`src/rtl/ccf_pkg.sv`:
```
package ccf_pkg;
    typedef enum logic {
        ST_IDLE = 1'b0,
        ST_FILL = 1'b1
    } fill_state_e;
endpackage

```
`src/rtl/ccf_wrap_seq.sv`:
```
// Produces the wrapped chunk order of one burst and tracks the beat count.
module ccf_wrap_seq #(
    parameter int CHUNKS = 4,
    parameter int IDX_W  = (CHUNKS > 1) ? $clog2(CHUNKS) : 1
) (
    input  logic             clk,
    input  logic             rst_n,
    input  logic             load,
    input  logic [IDX_W-1:0] start_idx,
    input  logic             advance,
    output logic [IDX_W-1:0] cur_idx,
    output logic             is_first,
    output logic             is_last
);
    localparam logic [IDX_W-1:0] TOP = IDX_W'(CHUNKS - 1);

    typedef struct packed {
        logic [IDX_W-1:0] idx;
        logic [IDX_W-1:0] cnt;
    } seq_t;

    seq_t seq_d, seq_q;

    always_comb begin
        seq_d = seq_q;
        if (load) begin
            seq_d.idx = start_idx;
            seq_d.cnt = '0;
        end else if (advance) begin
            seq_d.idx = (seq_q.idx == TOP) ? '0 : seq_q.idx + 1'b1;
            seq_d.cnt = (seq_q.cnt == TOP) ? '0 : seq_q.cnt + 1'b1;
        end
    end

    always_ff @(posedge clk) begin
        if (!rst_n) seq_q <= '0;
        else        seq_q <= seq_d;
    end

    assign cur_idx  = seq_q.idx;
    assign is_first = (seq_q.cnt == '0);
    assign is_last  = (seq_q.cnt == TOP);

    assert_idx_range_R3: assert property (@(posedge clk) disable iff (!rst_n)
        int'(cur_idx) < CHUNKS);
    assert_first_is_critical_R3: assert property (@(posedge clk) disable iff (!rst_n)
        load |=> (cur_idx == $past(start_idx)) && is_first);
endmodule

```
`src/rtl/ccf_arrival_map.sv`:
```
// One presence flag per chunk; answers probes from later accesses.
module ccf_arrival_map #(
    parameter int CHUNKS = 4,
    parameter int IDX_W  = (CHUNKS > 1) ? $clog2(CHUNKS) : 1
) (
    input  logic             clk,
    input  logic             rst_n,
    input  logic             clear,
    input  logic             set_en,
    input  logic [IDX_W-1:0] set_idx,
    input  logic [IDX_W-1:0] probe_idx,
    output logic             present
);
    logic [CHUNKS-1:0] flags_d, flags_q;

    always_comb begin
        flags_d = flags_q;
        if (clear) begin
            flags_d = '0;
        end else if (set_en) begin
            for (int i = 0; i < CHUNKS; i++) begin
                if (set_idx == IDX_W'(i)) flags_d[i] = 1'b1;
            end
        end
    end

    always_ff @(posedge clk) begin
        if (!rst_n) flags_q <= '0;
        else        flags_q <= flags_d;
    end

    assign present = flags_q[probe_idx];

    assert_clear_empties_R5: assert property (@(posedge clk) disable iff (!rst_n)
        clear |=> (flags_q == '0));
    assert_set_marks_R5: assert property (@(posedge clk) disable iff (!rst_n)
        (set_en && !clear) |=> flags_q[$past(set_idx)]);
endmodule

```
`src/rtl/ccf_fill_engine.sv`:
```
// Critical-chunk-first line fill control.
module ccf_fill_engine #(
    parameter int LINE_AW = 26,
    parameter int CHUNK_W = 32,
    parameter int CHUNKS  = 4,
    parameter int IDX_W   = (CHUNKS > 1) ? $clog2(CHUNKS) : 1
) (
    input  logic               clk,
    input  logic               rst_n,
    input  logic               req_valid,
    input  logic [LINE_AW-1:0] req_line_addr,
    input  logic [IDX_W-1:0]   req_chunk,
    output logic               busy,
    output logic               mem_start,
    output logic [LINE_AW-1:0] mem_line_addr,
    output logic [IDX_W-1:0]   mem_first_chunk,
    input  logic               beat_valid,
    input  logic [CHUNK_W-1:0] beat_data,
    output logic               lb_we,
    output logic [IDX_W-1:0]   lb_idx,
    output logic [CHUNK_W-1:0] lb_wdata,
    output logic               restart,
    output logic               fill_done,
    output logic               line_valid,
    input  logic               probe_valid,
    input  logic [IDX_W-1:0]   probe_chunk,
    output logic               probe_stall
);
    import ccf_pkg::*;

    typedef struct packed {
        fill_state_e        state;
        logic [LINE_AW-1:0] addr;
        logic [IDX_W-1:0]   crit;
        logic               start;
        logic               rst_pulse;
        logic               done;
        logic               valid;
    } ctl_t;

    ctl_t ctl_d, ctl_q;

    logic             accept, beat_fire;
    logic [IDX_W-1:0] cur_idx;
    logic             is_first, is_last, present;

    assign accept    = (ctl_q.state == ST_IDLE) && req_valid;
    assign beat_fire = (ctl_q.state == ST_FILL) && beat_valid;

    ccf_wrap_seq #(.CHUNKS(CHUNKS), .IDX_W(IDX_W)) u_seq (
        .clk      (clk),
        .rst_n    (rst_n),
        .load     (accept),
        .start_idx(req_chunk),
        .advance  (beat_fire),
        .cur_idx  (cur_idx),
        .is_first (is_first),
        .is_last  (is_last)
    );

    ccf_arrival_map #(.CHUNKS(CHUNKS), .IDX_W(IDX_W)) u_map (
        .clk      (clk),
        .rst_n    (rst_n),
        .clear    (accept),
        .set_en   (beat_fire),
        .set_idx  (cur_idx),
        .probe_idx(probe_chunk),
        .present  (present)
    );

    always_comb begin
        ctl_d           = ctl_q;
        ctl_d.start     = accept;
        ctl_d.rst_pulse = beat_fire && is_first;
        ctl_d.done      = beat_fire && is_last;
        if (accept) begin
            ctl_d.state = ST_FILL;
            ctl_d.addr  = req_line_addr;
            ctl_d.crit  = req_chunk;
            ctl_d.valid = 1'b0;
        end else if (beat_fire && is_last) begin
            ctl_d.state = ST_IDLE;
            ctl_d.valid = 1'b1;
        end
    end

    always_ff @(posedge clk) begin
        if (!rst_n) begin
            ctl_q       <= '0;
            ctl_q.state <= ST_IDLE;
        end else begin
            ctl_q <= ctl_d;
        end
    end

    assign busy            = (ctl_q.state == ST_FILL);
    assign mem_start       = ctl_q.start;
    assign mem_line_addr   = ctl_q.addr;
    assign mem_first_chunk = ctl_q.crit;
    assign lb_we           = beat_fire;
    assign lb_idx          = cur_idx;
    assign lb_wdata        = beat_data;
    assign restart         = ctl_q.rst_pulse;
    assign fill_done       = ctl_q.done;
    assign line_valid      = ctl_q.valid;
    assign probe_stall     = probe_valid && !present;

    assert_start_in_fill_R2: assert property (@(posedge clk) disable iff (!rst_n)
        mem_start |-> busy);
    assert_start_single_R2: assert property (@(posedge clk) disable iff (!rst_n)
        mem_start |=> !mem_start);
    assert_restart_after_beat_R4: assert property (@(posedge clk) disable iff (!rst_n)
        restart |-> $past(lb_we));
    assert_done_single_R7: assert property (@(posedge clk) disable iff (!rst_n)
        fill_done |=> !fill_done);
    assert_done_idle_R7: assert property (@(posedge clk) disable iff (!rst_n)
        fill_done |-> (!busy && line_valid));
    assert_valid_idle_R6: assert property (@(posedge clk) disable iff (!rst_n)
        line_valid |-> !busy);
    assert_busy_holds_addr_R8: assert property (@(posedge clk) disable iff (!rst_n)
        (busy && !fill_done) |=> $stable(mem_line_addr) || !busy);
    assert_no_idle_write_R9: assert property (@(posedge clk) disable iff (!rst_n)
        !busy |-> !lb_we);
endmodule

```
`config.mk`:
```
export PLATFORM = sky130hd
export DESIGN_NAME = ccf_fill_engine
export DESIGN_NICKNAME = d
export VERILOG_FILES = /design/src/rtl/ccf_pkg.sv /design/src/rtl/ccf_wrap_seq.sv /design/src/rtl/ccf_arrival_map.sv /design/src/rtl/ccf_fill_engine.sv
export SDC_FILE = /design/constraint.sdc
export NUM_CORES = 1
export LEC_CHECK = 0
export ABC_AREA = 0
export BUFFER_PORTS_ARGS = -buffer_cell sky130_fd_sc_hd__buf_2
export CORE_UTILIZATION = 40
export DETAILED_ROUTE_END_ITERATION = 8
export PLACE_DENSITY = 0.81
export SYNTH_ARGS = -nofsm -noshare
export SYNTH_HDL_FRONTEND = slang
export SYNTH_SLANG_ARGS = --single-unit
```
`constraint.sdc`:
```
create_clock -name clk -period 2.2 [get_ports clk]
set_clock_uncertainty 0.2 [all_clocks]
set_input_delay 0.22 -clock clk [delete_from_list [all_inputs] [get_ports clk]]
set_output_delay 0.22 -clock clk [all_outputs]
set_load 0.02 [all_outputs]
```
==> impl_metrics.json, run 1 <==
{
  "post-route-min-period_ns": 1.74,
  "netlist_instances": 214,
  "antenna_cells_inserted": 0,
  "hpwl_mm": 2.34,
  "finalWirelength_mm": 3.83,
  "wire_per_inst_um": 11.7,
  "final_max_slew_viol_count": 0,
  "critical_path.endpoint_type": "output port",
  "power_mw": 1.50,
  "core-area_um2": 4120,
  "totalNegativeSetupSlack_ns": 0,
  "synth_area_leader_cell": "sky130_fd_sc_hd__dfxtp_1",
  "synth_top_area_frac": 0.463,
  "cp.buffers_inverters": 1,
  "drive_above_1_share": 0.303,
  "synth-seq-area-share": 0.463,
  "timing_worst_setup_path_type": "reg2out",
  "grt_setup_unrepaired": "false",
  "port_buffers": 71,
  "via_count_of_the_first_global_routing_pass": 1288,
  "timing.critical_path.from_type": "flop",
  "max_slew_margin": 0.770,
  "worst_slew_pin_slew_ns": 0.345,
  "cts_resized": 0,
  "wire_length_of_the_first_global_routing_pass_mm": 5.58,
  "path_max_fanout": 2,
  "run_status": "completed",
  "rows": 23,
  "syn_area_um2": 1770,
  "cts.sink_count": 41,
  "worst_ep_arrival_time_ns": 1.32,
  "hold_violations": 0,
  "critical-path-top-delay-family": "multiplexers",
  "grt_start_max_net_pins": 33,
  "cts_inserted_buffers": 5,
  "avgSynthCellArea_um2": 8.28,
  "number_of_synthesis_warnings": 0,
  "total_die_area_um2": 4700,
  "initialDrtViolationCount": 54,
  "timing.critical_path.cells": "mux4_2 -> nor2b_1 -> buf_2",
  "vdd_ir_drop_max_uv": 326,
  "drt_first_pass_iters": 4,
  "synth_top_cells_by_area": "sky130_fd_sc_hd__dfxtp_1 (46%), sky130_fd_sc_hd__buf_4 (17%), sky130_fd_sc_hd__nand2_1 (13%)",
  "post-route-period-util": 0.791,
  "ratio_of_routed_vias_to_standard_cells": 4.62,
  "critical_path.max_stage_delay_ns": 0.45,
  "cts_tree": "done",
  "die-width_um": 68.6,
  "clk_latency_ns": 0.28,
  "cts_setup_buffers": 0,
  "power-per-cell-area_nw_per_um2": 672,
  "cap_violations": 0,
  "initial_core_util": 0.431,
  "hold_path_class": "in2reg",
  "antenna_violations_before_repair": 0,
  "syn_to_final_growth_pct": 26.2,
  "chipHeight_um": 68.6,
  "synth_seq_cells": 41,
  "top_level_ports": 136,
  "place.gp.congestion": 0.806,
  "power.static_leakage_nw": 1.06,
  "setup_viol_count_final": 0,
  "grt_overflow_total": 0,
  "synthDistinctLibCells": 19,
  "clock_pin_slew_on_the_worst_setup_and_hold_paths_ns": 0.07,
  "global_route.usage.total": 0.165,
  "syn_nets": 287,
  "layout_commonest_cell": "sky130_fd_sc_hd__buf_2",
  "maximum_buffer_depth_of_the_clock_tree": 2,
  "clock-root-buffer": "sky130_fd_sc_hd__clkbuf_8",
  "crit_slowest_cell": "sky130_fd_sc_hd__mux4_2",
  "finalNetCount": 349,
  "worstPathRequired_ns": 1.78,
  "vias": 1511,
  "drt.antenna.violating_nets": 0,
  "maxClockFrequency_ghz": 0.574,
  "ctsHtreeMaxLevel": 2,
  "drcViolationCount": 0,
  "mostFrequentLayoutCells": "sky130_fd_sc_hd__buf_2 (71), sky130_fd_sc_hd__nand2_1 (60), sky130_fd_sc_hd__dfxtp_1 (41), sky130_fd_sc_hd__a21oi_1 (35), sky130_fd_sc_hd__dlygate4sd3_1 (26)"
}
[logic make-up after synthesis]
logic type	count (synthesis)	synth area share
adder cells (fa/ha/maj)	6	0.0424
buffers and inverters	50	0.190
AND/OR/NAND/NOR	77	0.177
multiplexers	2	0.0184
flip-flops	41	0.463
AO/OA/AOI/OAI	38	0.109
[final timing paths]
path,startpoint,end,slack [ns],cells past startpoint
setup / recovery,u_map.flags_q[3],probe_stall,0.46,3
hold / removal,req_chunk[1],mem_first_chunk[1],0.02,3
setup reg to reg,busy,u_seq.seq_q[1],0.73,3
hold reg to reg,mem_line_addr[5],mem_line_addr[5],0.25,2
[report_power, final]
group	switching, mW	total (mW)	internal, mW
clock	0.234	0.454	0.220
combinational	0.140	0.250	0.110
sequential	0.0206	0.800	0.779
total	0.394	1.50	1.11
[what timing repair did]
item                                   4_1_cts  5_1_grt
endpoints found under the hold margin       26        0
setup endpoints to repair                    0        0
hold buffers                                26        0
[state kept, by name (all words and copies together) (netlist names)]
signal	cells
fill_done	1
mem_start	1
line_valid	1
u_seq.cur_idx	2
mem_first_chunk	2
busy	1
u_map.flags_q	4
mem_line_addr	26
restart	1
u_seq.seq_q	2
[final cells by class]
cell class,count,area [um2]
Multi-Input combinational cell,123,617
Inverter,6,22.5
Clock inverter,2,10.0
Timing Repair Buffer,99,631
Sequential cell,41,821
Fill cell,380,1880
Clock buffer,6,72.6
Tap cell,50,62.6
[stage by stage]
stage	setup WS [ns]	hold WS (ns)	utilization	cell area, um2	cells
finish	0.459	0.0203	0.543	2240	327
global placement	0.706	0.240	0.460	1890	293
detailed placement	0.713	0.240	0.460	1890	293
floorplan	0.718	0.156	-	1770	214
global route	0.325	0.0279	0.543	2240	327
CTS	0.436	0.0124	0.543	2240	327
[worst min-delay path: cells and delay by family]
kind	cells	cell delay (ns)
simple gates	1	0.07
buf+inv	1	0.10
compound gates	1	0.06
[metal layers]
metal  track usage  routed length, um
met1         0.173               1590
met2         0.287               1910
met3        0.0461                245
met4         0.109                 86
met5             0                  0
[Yosys cell counts]
cell,n
sky130_fd_sc_hd__a21oi_1,35
sky130_fd_sc_hd__a31oi_1,2
sky130_fd_sc_hd__and3_1,2
sky130_fd_sc_hd__buf_2,2
sky130_fd_sc_hd__buf_4,39
sky130_fd_sc_hd__clkbuf_1,3
sky130_fd_sc_hd__dfxtp_1,41
sky130_fd_sc_hd__ha_1,6
sky130_fd_sc_hd__inv_1,6
sky130_fd_sc_hd__mux2i_1,1
sky130_fd_sc_hd__mux4_2,1
sky130_fd_sc_hd__nand2_1,60
sky130_fd_sc_hd__nand2_2,1
sky130_fd_sc_hd__nand3_1,2
sky130_fd_sc_hd__nor2_1,8
sky130_fd_sc_hd__nor2b_1,2
sky130_fd_sc_hd__o21ai_0,1
sky130_fd_sc_hd__or2b_4,1
sky130_fd_sc_hd__or3_1,1
Note: power is estimated with default switching activity, not from simulation.
==> inputs of run 2 (changes only) <==
--- a/config.mk
+++ b/config.mk
@@ -7,9 +7,9 @@
 export LEC_CHECK = 0
 export ABC_AREA = 0
 export BUFFER_PORTS_ARGS = -buffer_cell sky130_fd_sc_hd__buf_2
-export CORE_UTILIZATION = 40
+export CORE_UTILIZATION = 39
 export DETAILED_ROUTE_END_ITERATION = 8
-export PLACE_DENSITY = 0.81
+export PLACE_DENSITY = 0.79
 export SYNTH_ARGS = -nofsm -noshare
 export SYNTH_HDL_FRONTEND = slang
 export SYNTH_SLANG_ARGS = --single-unit
==> constraint.sdc (replaced) <==
create_clock -name clk -period 1.75 [get_ports clk]
set_clock_uncertainty 0.2 [all_clocks]
set_input_delay 0.175 -clock clk [delete_from_list [all_inputs] [get_ports clk]]
set_output_delay 0.175 -clock clk [all_outputs]
set_load 0.02 [all_outputs]
==> run 2 against run 1 <==
Against the previous run: combinational power increased by 30%; die area increased by 2.5%; sequential share of layout area decreased by 1.2 points; non-clock buffer count increased by 4; critical path type unchanged; critical endpoint unchanged; largest cell class unchanged.
==> impl_metrics.json, run 2 (synthesis results as in run 1) <==
{
  "run_status": "completed",
  "ratio_of_routed_vias_to_standard_cells": 4.65,
  "totalNegativeSetupSlack_ns": 0,
  "finalNetCount": 353,
  "total_die_area_um2": 4820,
  "finalWirelength_mm": 4.02,
  "global_route.usage.total": 0.170,
  "maximum_buffer_depth_of_the_clock_tree": 2,
  "crit_slowest_cell": "sky130_fd_sc_hd__mux4_2",
  "post-route-min-period_ns": 1.69,
  "chipHeight_um": 69.4,
  "maxClockFrequency_ghz": 0.591,
  "antenna_violations_before_repair": 0,
  "vdd_ir_drop_max_uv": 532,
  "rows": 24,
  "cp.buffers_inverters": 1,
  "ctsHtreeMaxLevel": 2,
  "initialDrtViolationCount": 60,
  "cts_inserted_buffers": 5,
  "clock_pin_slew_on_the_worst_setup_and_hold_paths_ns": 0.08,
  "critical-path-top-delay-family": "multiplexers",
  "power-per-cell-area_nw_per_um2": 913,
  "clk_latency_ns": 0.28,
  "worstPathRequired_ns": 1.37,
  "drcViolationCount": 0,
  "vias": 1548,
  "cap_violations": 0,
  "wire_length_of_the_first_global_routing_pass_mm": 6.46,
  "clock-root-buffer": "sky130_fd_sc_hd__clkbuf_8",
  "drt.antenna.violating_nets": 0,
  "power.static_leakage_nw": 1.09,
  "grt_overflow_total": 0,
  "setup_viol_count_final": 0,
  "top_level_ports": 136,
  "post-route-period-util": 0.967,
  "timing_worst_setup_path_type": "reg2out",
  "critical_path.endpoint_type": "output port",
  "grt_start_max_net_pins": 32,
  "mostFrequentLayoutCells": "sky130_fd_sc_hd__buf_2 (70), sky130_fd_sc_hd__nand2_1 (60), sky130_fd_sc_hd__dfxtp_1 (40), sky130_fd_sc_hd__a21oi_1 (35), sky130_fd_sc_hd__dlygate4sd3_1 (29)",
  "antenna_cells_inserted": 0,
  "wire_per_inst_um": 12.1,
  "worst_ep_arrival_time_ns": 1.32,
  "hpwl_mm": 2.39,
  "grt_setup_unrepaired": "true",
  "initial_core_util": 0.407,
  "timing.critical_path.cells": "mux4_2 -> nor2b_1 -> buf_4",
  "cts.sink_count": 41,
  "cts_tree": "done",
  "worst_slew_pin_slew_ns": 0.327,
  "critical_path.max_stage_delay_ns": 0.45,
  "place.gp.congestion": 0.722,
  "timing.critical_path.from_type": "flop",
  "core-area_um2": 4350,
  "max_slew_margin": 0.782,
  "syn_to_final_growth_pct": 30.8,
  "path_max_fanout": 2,
  "via_count_of_the_first_global_routing_pass": 1462,
  "die-width_um": 69.4,
  "power_mw": 2.11,
  "hold_violations": 0,
  "layout_commonest_cell": "sky130_fd_sc_hd__buf_2",
  "port_buffers": 71,
  "number_of_flip_flops_in_the_largest_register": 26,
  "hold_path_class": "in2reg",
  "drive_above_1_share": 0.310,
  "final_max_slew_viol_count": 0,
  "drt_first_pass_iters": 4
}
-- run 2: area by class of cell --
class / count / area [um2]
Clock inverter: 1 / 30.0
Clock buffer: 7 / 86.3
Fill cell: 395 / 2040
Inverter: 6 / 26.3
Timing Repair Buffer: 103 / 671
Multi-Input combinational cell: 123 / 617
Tap cell: 52 / 65.1
Sequential cell: 41 / 822
-- run 2: worst paths after layout --
| check | startpoint | end | slack (ns) | depth (start not counted) |
|---|---|---|---|---|
| worst max-delay path | u_map.flags_q[3] | probe_stall | 0.06 | 3 |
| worst min-delay path | req_valid | busy | 0.02 | 3 |
| worst max register to register | busy | mem_line_addr[12] | 0.30 | 4 |
| worst min register to register | mem_line_addr[20] | mem_line_addr[20] | 0.25 | 2 |
-- run 2: per-stage QoR --
| step | std cells | util | setup WS, ns | cell area [um2] | hold slack (ns) |
|---|---|---|---|---|---|
| after floorplan | 214 | - | 0.313 | 1770 | 0.111 |
| after global placement | 296 | 0.437 | 0.351 | 1900 | 0.150 |
| after detailed placement | 296 | 0.437 | 0.318 | 1900 | 0.150 |
| after CTS | 333 | 0.530 | 0.0320 | 2310 | 0.00763 |
| after global routing | 333 | 0.532 | -0.0332 | 2320 | 0.0418 |
| final | 333 | 0.532 | 0.0583 | 2320 | 0.0184 |
-- run 2: power breakdown --
| group | switching [mW] | total, mW | leakage, nW | internal [mW] |
|---|---|---|---|---|
| registers | 0.0276 | 1.01 | 0.336 | 0.979 |
| clock network | 0.318 | 0.784 | 0.0585 | 0.465 |
| logic | 0.178 | 0.324 | 0.691 | 0.146 |
-- run 2: what timing repair did --
item / CTS / global route
gates resized for setup: 0 / 3
setup buffers: 0 / 0
hold endpoints to repair: 33 / 0
hold buffers: 29 / 0
endpoints found under the setup margin: 0 / 2
-- run 2: metal layers --
metal	vias up	GRT usage	wire length, um
li1	778	-	-
met1	697	0.186	1650
met2	61	0.301	2030
met3	12	0.0465	241
met4	0	0.0794	94
met5	-	0	0
-- run 2: tightest hold or removal path, cell delays in order --
cell                      delay (ns)
sky130_fd_sc_hd__buf_2          0.09
sky130_fd_sc_hd__o21ai_0        0.07
sky130_fd_sc_hd__a21oi_1        0.13
==> inputs of run 3 (changes only) <==
--- a/config.mk
+++ b/config.mk
@@ -5,11 +5,11 @@
 export SDC_FILE = /design/constraint.sdc
 export NUM_CORES = 1
 export LEC_CHECK = 0
-export ABC_AREA = 0
+export ABC_AREA = 1
 export BUFFER_PORTS_ARGS = -buffer_cell sky130_fd_sc_hd__buf_2
-export CORE_UTILIZATION = 39
+export CORE_UTILIZATION = 40
 export DETAILED_ROUTE_END_ITERATION = 8
-export PLACE_DENSITY = 0.79
+export PLACE_DENSITY = 0.8
 export SYNTH_ARGS = -nofsm -noshare
 export SYNTH_HDL_FRONTEND = slang
 export SYNTH_SLANG_ARGS = --single-unit
==> run 3 against run 2 <==
Against the previous run: wire length rose by 3.6%; first-iteration DRC count increased by 65%; worst hold slack better by 0.021 ns; die area down 0.96%; sequential share of layout area about the same; count of clock-buffer cells in the layout increased by 1; critical path type unchanged; critical endpoint is now lb_we.
==> impl_metrics.json, run 3 <==
{
  "critical_path.endpoint_type": "output port",
  "power-per-cell-area_nw_per_um2": 831,
  "cap_violations": 0,
  "finalWirelength_mm": 4.16,
  "layout_commonest_cell": "sky130_fd_sc_hd__nand2_1",
  "wire_length_of_the_first_global_routing_pass_mm": 6.86,
  "total_die_area_um2": 4770,
  "avgSynthCellArea_um2": 7.72,
  "cts_setup_buffers": 0,
  "final_max_slew_viol_count": 0,
  "regArea_um2": 821,
  "initialDrtViolationCount": 99,
  "cts.sink_count": 41,
  "drt_first_pass_iters": 4,
  "power.static_leakage_nw": 1.22,
  "grt_overflow_total": 0,
  "maxClockFrequency_ghz": 0.615,
  "worst_slew_pin_slew_ns": 0.432,
  "synth_top_area_frac": 0.456,
  "via_count_of_the_first_global_routing_pass": 1511,
  "power.switching_mw": 0.516,
  "cts_tree": "done",
  "synth_area_leader_cell": "sky130_fd_sc_hd__dfxtp_1",
  "clock_pin_slew_on_the_worst_setup_and_hold_paths_ns": 0.07,
  "finalNetCount": 373,
  "clk_latency_ns": 0.29,
  "hold_violations": 0,
  "critical_path_startpoint": "busy",
  "path_max_fanout": 10,
  "synthArstFlopShare": 0,
  "chipHeight_um": 69.1,
  "ctsHtreeMaxLevel": 2,
  "postLayoutCellArea_um2": 2320,
  "syn_nets": 306,
  "global_route.usage.total": 0.182,
  "port_buffers": 71,
  "synthDistinctLibCells": 13,
  "fill_cells": 429,
  "placement.cell_area_um2": 1950,
  "postSynth.topFlopCell": "sky130_fd_sc_hd__dfxtp_1",
  "seqPwrFrac": 0.526,
  "multi_input_comb_area_um2": 621,
  "drcViolationCount": 0,
  "synth_top_cells_by_area": "sky130_fd_sc_hd__dfxtp_1 (46%), sky130_fd_sc_hd__buf_4 (15%), sky130_fd_sc_hd__nand2_1 (15%)",
  "number_of_flip_flops_in_the_largest_register": 26,
  "hold_path_class": "in2reg",
  "drt.antenna.violating_nets": 0,
  "number_of_synthesis_warnings": 0,
  "totalNegativeSetupSlack_ns": 0,
  "hpwl_mm": 2.57,
  "crit-reg2reg-launch": "busy",
  "netlist_instances": 233,
  "initial_core_util": 0.416,
  "worst_ep_arrival_time_ns": 1.25,
  "clock-root-buffer": "sky130_fd_sc_hd__clkbuf_8",
  "post-route-min-period_ns": 1.63,
  "setup_viol_count_final": 0,
  "vdd_ir_drop_max_uv": 485,
  "drive_above_1_share": 0.276,
  "post_synth_most_frequent_cells": "sky130_fd_sc_hd__nand2_1 (74), sky130_fd_sc_hd__dfxtp_1 (41), sky130_fd_sc_hd__buf_4 (37), sky130_fd_sc_hd__nand3_1 (32)",
  "top_level_ports": 136,
  "cts_inserted_buffers": 5,
  "synth_enable_flop_cells": 0,
  "maximum_buffer_depth_of_the_clock_tree": 2,
  "synth_seq_cells": 41,
  "post-synth-top-count-cell": "sky130_fd_sc_hd__nand2_1",
  "syn_to_final_growth_pct": 28.7,
  "antenna_violations_before_repair": 0,
  "core-area_um2": 4320,
  "worstPathRequired_ns": 1.37,
  "grt_start_max_net_pins": 28,
  "mostFrequentLayoutCells": "sky130_fd_sc_hd__nand2_1 (74), sky130_fd_sc_hd__buf_2 (71), sky130_fd_sc_hd__dfxtp_1 (41), sky130_fd_sc_hd__nand3_1 (32), sky130_fd_sc_hd__dlygate4sd3_1 (29)",
  "vias": 1603,
  "antenna_cells_inserted": 0,
  "rows": 24,
  "hold_path_startpoint": "req_valid",
  "ratio_of_routed_vias_to_standard_cells": 4.54,
  "place.gp.congestion": 0.792,
  "post-route-period-util": 0.929,
  "clockPowerShare": 0.303,
  "syn_area_um2": 1800,
  "timing_worst_setup_path_type": "reg2out",
  "synth-seq-area-share": 0.456,
  "run_status": "completed",
  "power.combinational.fraction": 0.170,
  "timing.critical_path.from_type": "flop",
  "max_slew_margin": 0.711,
  "power.internal_mw": 1.41,
  "grt_setup_unrepaired": "false",
  "wire_per_inst_um": 11.8,
  "power.switching_fraction": 0.268,
  "die-width_um": 69.1
}
-- run 3: cell count changes after synthesis, moves of 2 or more --
cell / previous run / this run
sky130_fd_sc_hd__nand3_1: 2 / 32
sky130_fd_sc_hd__a21oi_1: 35 / 12
sky130_fd_sc_hd__nand2_1: 60 / 74
sky130_fd_sc_hd__inv_1: 6 / 12
sky130_fd_sc_hd__inv_2: 0 / 3
sky130_fd_sc_hd__a31oi_1: 2 / 0
sky130_fd_sc_hd__and3_1: 2 / 0
sky130_fd_sc_hd__buf_2: 2 / 4
sky130_fd_sc_hd__buf_4: 39 / 37
sky130_fd_sc_hd__clkbuf_1: 3 / 1
sky130_fd_sc_hd__nor2b_1: 2 / 0
-- run 3: final timing paths --
kind	to	slack [ns]	depth (start not counted)
setup reg to reg	mem_first_chunk[0]	0.37	5
hold / removal	mem_first_chunk[1]	0.04	3
setup / recovery	lb_we	0.12	3
hold reg to reg	line_valid	0.25	2
-- run 3: kinds of logic after synthesis --
kind of cell | count (synthesis) | synth area share
and+or+nand+nor | 116 | 0.267
buffers and inverters | 57 | 0.199
AOI/OAI and AO/OA | 13 | 0.0362
DFF | 41 | 0.456
adders and majority gates | 6 | 0.0417
-- run 3: per-stage QoR --
stage               std cells  setup WS (ns)  total power [mW]   util  hold WS, ns
CTS                       353          0.106              1.94  0.536       0.0201
global route              353         0.0175              2.04  0.536       0.0161
floorplan                 233          0.400              1.31      -       0.0781
global placement          316          0.427              1.30  0.450        0.150
detailed placement        316          0.393              1.31  0.450        0.150
finish                    353          0.125              1.92  0.536       0.0395
-- run 3: power by group through the flow --
stage | sequential (mW) | combinational [mW] | clock, mW
final | 1.01 | 0.328 | 0.584
after global routing | 1.02 | 0.359 | 0.661
after CTS | 1.01 | 0.325 | 0.609
after detailed placement | 1.03 | 0.276 | 0
after global placement | 1.03 | 0.271 | 0
after floorplan | 1.08 | 0.223 | 0
-- run 3: routing by layer --
metal,vias up,track usage,part of all wire
li1,827,-,-
met1,702,0.203,0.41
met2,60,0.297,0.49
met3,14,0.0716,0.072
met4,0,0.0975,0.025
met5,-,0,0
-- run 3: layout make-up --
type	instances	share of cell area
Sequential cell	41	0.354
Tap cell	52	0.0281
Multi-Input combinational cell	135	0.268
Timing Repair Buffer	102	0.291
Inverter	15	0.0243
Clock buffer	8	0.0346
-- run 3: worst max-delay path, cell delays in order, from the launching register on --
cell and delay, ns:
sky130_fd_sc_hd__dfxtp_1 0.40, sky130_fd_sc_hd__nand2_1 0.18, sky130_fd_sc_hd__inv_2 0.19, sky130_fd_sc_hd__buf_2 0.19
-- run 3: timing repair --
action,in CTS,in global routing
hold buffers,29,0
hold endpoints to repair,29,0
resized for setup,0,0
